**config.mk**
```make
export PLATFORM = sky130hd
export DESIGN_NAME = intr_regs
export DESIGN_NICKNAME = d
export VERILOG_FILES = /design/src/rtl/intr_regs_pkg.sv /design/src/rtl/intr_status_bank.sv /design/src/rtl/intr_key_decode.sv /design/src/rtl/intr_irq_combine.sv /design/src/rtl/intr_regs.sv
export SDC_FILE = /design/constraint.sdc
export NUM_CORES = 1
export LEC_CHECK = 0
export BUFFER_PORTS_ARGS = -buffer_cell sky130_fd_sc_hd__buf_2
export CAP_MARGIN = 20
export CORE_ASPECT_RATIO = 0.6
export CORE_MARGIN = 2
export CORE_UTILIZATION = 45
export DETAILED_ROUTE_END_ITERATION = 12
export GPL_ROUTABILITY_DRIVEN = 0
export PLACE_DENSITY = 0.86
export SETUP_SLACK_MARGIN = 0.2
export SKIP_CTS_REPAIR_TIMING = 1
export SYNTH_ARGS = -nofsm -noshare
export SYNTH_HDL_FRONTEND = slang
export SYNTH_SLANG_ARGS = --single-unit
```
**constraint.sdc**
```tcl
create_clock -name clk -period 2.64 [get_ports clk]
set_input_delay 0 -clock clk [delete_from_list [all_inputs] [get_ports clk]]
set_output_delay 0 -clock clk [all_outputs]
set_load 0.05 [all_outputs]
```
**src/rtl/intr_regs_pkg.sv**
```systemverilog
package intr_regs_pkg;

  localparam int GIE_OFS  = 'h1C;
  localparam int STAT_OFS = 'h20;
  localparam int IER_OFS  = 'h28;
  localparam int SRST_OFS = 'h40;

  localparam logic [31:0] SRST_KEY = 32'h0000_000A;

  typedef enum logic [2:0] {
    SEL_NONE,
    SEL_GIE,
    SEL_STAT,
    SEL_IER,
    SEL_SRST
  } reg_sel_e;

endpackage

```
**src/rtl/intr_status_bank.sv**
```systemverilog
module intr_status_bank #(
  parameter int N = 8
) (
  input  logic         clk,
  input  logic         rst,
  input  logic [N-1:0] evt,
  input  logic         clr_we,
  input  logic [N-1:0] clr_bits,
  output logic [N-1:0] status
);

  // one sticky cell per event; a new event outranks a clear
  for (genvar g = 0; g < N; g++) begin : g_cell
    logic bit_q;
    always_ff @(posedge clk) begin
      if (rst)                          bit_q <= 1'b0;
      else if (evt[g])                  bit_q <= 1'b1;
      else if (clr_we && clr_bits[g])   bit_q <= 1'b0;
    end
    assign status[g] = bit_q;
  end

endmodule

```
**src/rtl/intr_key_decode.sv**
```systemverilog
module intr_key_decode #(
  parameter int          W   = 32,
  parameter logic [W-1:0] KEY = '0
) (
  input  logic         clk,
  input  logic         rst,
  input  logic         hit,
  input  logic [W-1:0] wdata,
  output logic         pulse
);

  logic pulse_q;

  always_ff @(posedge clk) begin
    if (rst) pulse_q <= 1'b0;
    else     pulse_q <= hit && (wdata == KEY);
  end

  assign pulse = pulse_q;

endmodule

```
**src/rtl/intr_irq_combine.sv**
```systemverilog
module intr_irq_combine #(
  parameter int N = 8
) (
  input  logic         clk,
  input  logic         rst,
  input  logic [N-1:0] status,
  input  logic [N-1:0] ier,
  input  logic         gie,
  output logic         irq
);

  logic [N-1:0] pend;
  logic         irq_q;

  assign pend = status & ier;

  always_ff @(posedge clk) begin
    if (rst) irq_q <= 1'b0;
    else     irq_q <= gie && (|pend);
  end

  assign irq = irq_q;

endmodule

```
**src/rtl/intr_regs.sv**
```systemverilog
module intr_regs
  import intr_regs_pkg::*;
#(
  parameter int ADDR_W  = 8,
  parameter int DATA_W  = 32,
  parameter int NUM_EVT = 8
) (
  input  logic               clk,
  input  logic               rst,
  input  logic               wr_en,
  input  logic               rd_en,
  input  logic [ADDR_W-1:0]  addr,
  input  logic [DATA_W-1:0]  wdata,
  input  logic [NUM_EVT-1:0] evt_pulse,
  output logic [DATA_W-1:0]  rdata,
  output logic               irq_out,
  output logic               soft_rst_pulse
);

  localparam int GIE_POS = DATA_W - 1;

  reg_sel_e            sel;
  logic                we_stat, we_ier, we_gie, we_srst;
  logic [NUM_EVT-1:0]  status_q;
  logic [NUM_EVT-1:0]  ier_q;
  logic                gie_q;
  logic [DATA_W-1:0]   rd_mux;
  logic [DATA_W-1:0]   rdata_q;

  always_comb begin
    if      (addr == ADDR_W'(GIE_OFS))  sel = SEL_GIE;
    else if (addr == ADDR_W'(STAT_OFS)) sel = SEL_STAT;
    else if (addr == ADDR_W'(IER_OFS))  sel = SEL_IER;
    else if (addr == ADDR_W'(SRST_OFS)) sel = SEL_SRST;
    else                                sel = SEL_NONE;
  end

  assign we_stat = wr_en && (sel == SEL_STAT);
  assign we_ier  = wr_en && (sel == SEL_IER);
  assign we_gie  = wr_en && (sel == SEL_GIE);
  assign we_srst = wr_en && (sel == SEL_SRST);

  intr_status_bank #(.N(NUM_EVT)) u_status (
    .clk      (clk),
    .rst      (rst),
    .evt      (evt_pulse),
    .clr_we   (we_stat),
    .clr_bits (wdata[NUM_EVT-1:0]),
    .status   (status_q)
  );

  always_ff @(posedge clk) begin
    if (rst) begin
      ier_q <= '0;
      gie_q <= 1'b0;
    end else begin
      if (we_ier) ier_q <= wdata[NUM_EVT-1:0];
      if (we_gie) gie_q <= wdata[GIE_POS];
    end
  end

  intr_irq_combine #(.N(NUM_EVT)) u_irq (
    .clk    (clk),
    .rst    (rst),
    .status (status_q),
    .ier    (ier_q),
    .gie    (gie_q),
    .irq    (irq_out)
  );

  intr_key_decode #(.W(DATA_W), .KEY(DATA_W'(SRST_KEY))) u_key (
    .clk   (clk),
    .rst   (rst),
    .hit   (we_srst),
    .wdata (wdata),
    .pulse (soft_rst_pulse)
  );

  always_comb begin
    rd_mux = '0;
    case (sel)
      SEL_STAT: rd_mux[NUM_EVT-1:0] = status_q;
      SEL_IER:  rd_mux[NUM_EVT-1:0] = ier_q;
      SEL_GIE:  rd_mux[GIE_POS]     = gie_q;
      default:  rd_mux = '0;
    endcase
  end

  always_ff @(posedge clk) begin
    if (rst) rdata_q <= '0;
    else     rdata_q <= rd_en ? rd_mux : '0;
  end

  assign rdata = rdata_q;

endmodule

```
==> key figures <==
Power
  • Leak: 0.7853 nW
  • Peak VDD IR: 0.3288 mV
  • Pwr dens: 514.6 mW/mm^2
  • Pwr Total: 0.9348 mW

GRT
  • Grt ovf: 0
  • Largest net degree at the start of global routing: 30
  • Vias in the first global route: about 1.1k
  • First-pass GRT wire length: around 5200 um
  • Initial antenna violation count: 0
  • Total global-route track usage: 18.81%

Synth
  • Top cells by count, synth: 28 x dfxtp_1, 23 x buf_4, 16 x or2b_1
  • Async S/R FF share, synth: 0%
  • Netlist cell types: 28
  • Main synth FF type: dfxtp_1
  • Synth top area share: 38.36%
  • Mapped Cells: 150
  • Netlist Area Pre-Place: roughly 0.0015 mm^2
  • Number of synthesized flops with an enable pin: 0
  • Yosys reg bits: 28
  • Top-count cell post-synth: dfxtp_1
  • Syn avg cell area: 9.743 um^2
  • Synth area leaders: dfxtp_1 38%, buf_4 12%, or2b_1 8.2%
  • Register area share after synthesis: 38.36%
  • Synth warn: 0
  • Dominant cell type by area after synthesis: dfxtp_1

Run status
  • Status: finished with violations
  • Failing checks: negative hold slack

Routing
  • WL final: 3409 um
  • Routed len/inst: between 10 and 15 um
  • Vias/cell: 4.996
  • Drc violations: 0
  • Iter 0 DRT Violations: between 100 and 150
  • Router iterations before antenna repair: 4
  • Post-DRT Antenna Nets: 0
  • Vias: ~1.3k

Timing
  • Final WS setup: 0.5141 ns
  • Final Hold Vio Count: 1
  • Period minus WS final: 2.126 ns
  • Final Skew: 0.001878 ns
  • RSZ-0062 raised after global routing: no
  • Fin crit share: slightly above 80%
  • Pins Over Slew Limit: 0
  • WHS: -0.01863 ns
  • Slew at the pin closest to its max-slew limit: 0.8615 ns
  • Fmax: 470.4 MHz
  • Post-route setup TNS: 0 ns
  • Final Setup Violations: 0
  • Slew headroom: 42.09%

Critical path
  • CP Class: in2reg
  • Critical Path AT: 2.34 ns
  • Setup crit start kind: primary input
  • CP required: 2.86 ns
  • Worst setup EP type: register
  • Worst Path Max Fanout: 8

CTS
  • TritonCTS sink count: 28
  • CTS tree: done
  • Max clock buf depth: 2
  • Total CTS buffers: 3
  • H-tree Lvls: 1
  • Clk slew on worst S/H paths: 0.09 ns
  • Root buffer cell: clkbuf_8
  • Worst skew pair latency: 0.27 ns

Floorplanning
  • Core area: between 0.002 and 0.003 mm^2
  • Die width: 77.57 um
  • Die area: 0.003734 mm^2
  • Die height: 48.14 um
  • Top-Level Pins: between 80 and 90
  • Core Rows: 15
  • Starting Density: 48.97%

Layout
  • Final Non-Filler Cells: 256
  • Total Nets Final: 267
  • Util after Layout: between 60% and 70%
  • Share of layout cells above drive strength 1: between 30 and 40%
  • Diodes inserted: 0
  • Design area: 0.001817 mm^2
  • Synth-to-Final Area Change: 24.31%
  • Filler cell count: 258

Run
  • Max-cap violations: 0

Placed design
  • PortBufs: 62
  • Placed instance area: 0.001705 mm^2
  • DP Cell Count: 248
  • Hpwl dp: roughly 2700 um
  • Pre-CTS WS: 0.7105 ns

Min path
  • Hold crit path type: in2reg
cells by family after synthesis:
| family | after synthesis | share of synthesized area, % |
|---|---|---|
| other | 1 | 0.2566 |
| and+or+nand+nor | 61 | 28.68 |
| AOI/OAI and AO/OA | 21 | 12.24 |
| muxes | 9 | 6.165 |
| DFF | 28 | 38.36 |
| buffers and inverters | 30 | 14.30 |
where the power goes:
part	switching, mW	internal, mW	leakage (nW)
sequential	0.00716	0.431	0.228
clock	0.130	0.203	0.0357
combinational	0.114	0.0494	0.522
total	0.251	0.683	0.785
layout by cell type (no fill, tap or decap), drive strengths merged, types with 4 or more instances in the layout:
master,Yosys,routed
nor2,10,10
a22o,8,8
buf,26,62
dlygate4sd3,0,4
conb,1,23
or2b,16,16
nor4,13,13
nor2b,8,8
mux2i,9,9
a311oi,8,8
a22oi,4,4
dfxtp,28,28
sequential cells by signal, indices dropped and copies added, names as in the netlist:
| name | cells |
|---|---|
| gie_q | 1 |
| u_status.g_cell.bit_q | 8 |
| u_key.pulse | 1 |
| rdata | 9 |
| u_irq.irq | 1 |
| ier_q | 8 |
final timing paths:
kind                            cells after the start  slack (ns)                      from           to
worst max-delay path                                5        0.51                   addr[5]     rdata[4]
worst min-delay path                                4       -0.02                   addr[0]  u_key.pulse
worst max register to register                      2        1.75                  ier_q[6]    u_irq.irq
worst min register to register                      1        0.50  u_status.g_cell[1].bit_q     rdata[1]
metal layers:
| metal | share of wire (%) | global-route usage, % |
|---|---|---|
| met5 | 0 | 0 |
| met1 | 43 | 24.20 |
| met3 | 8.6 | 5.185 |
| met4 | 0.56 | 3.929 |
| met2 | 48 | 33.22 |
layout make-up:
cell class	count	area [um^2]	share of cell area, %
inverters	2	7.507	0.4132
multi-input cells	114	774.5	42.63
clock buffers	3	41.29	2.273
clock inverters	1	30.03	1.653
repair buffers	66	350.3	19.28
flip-flops and latches	28	560.5	30.85
well taps	42	52.55	2.893
worst max-delay path: stages:
cell	delay, ns
dlygate4sd3_1	0.54
buf_2	0.14
or4b_1	0.59
nor4_2	0.80
a22o_1	0.27
Note: power is estimated with default switching activity, not from simulation.
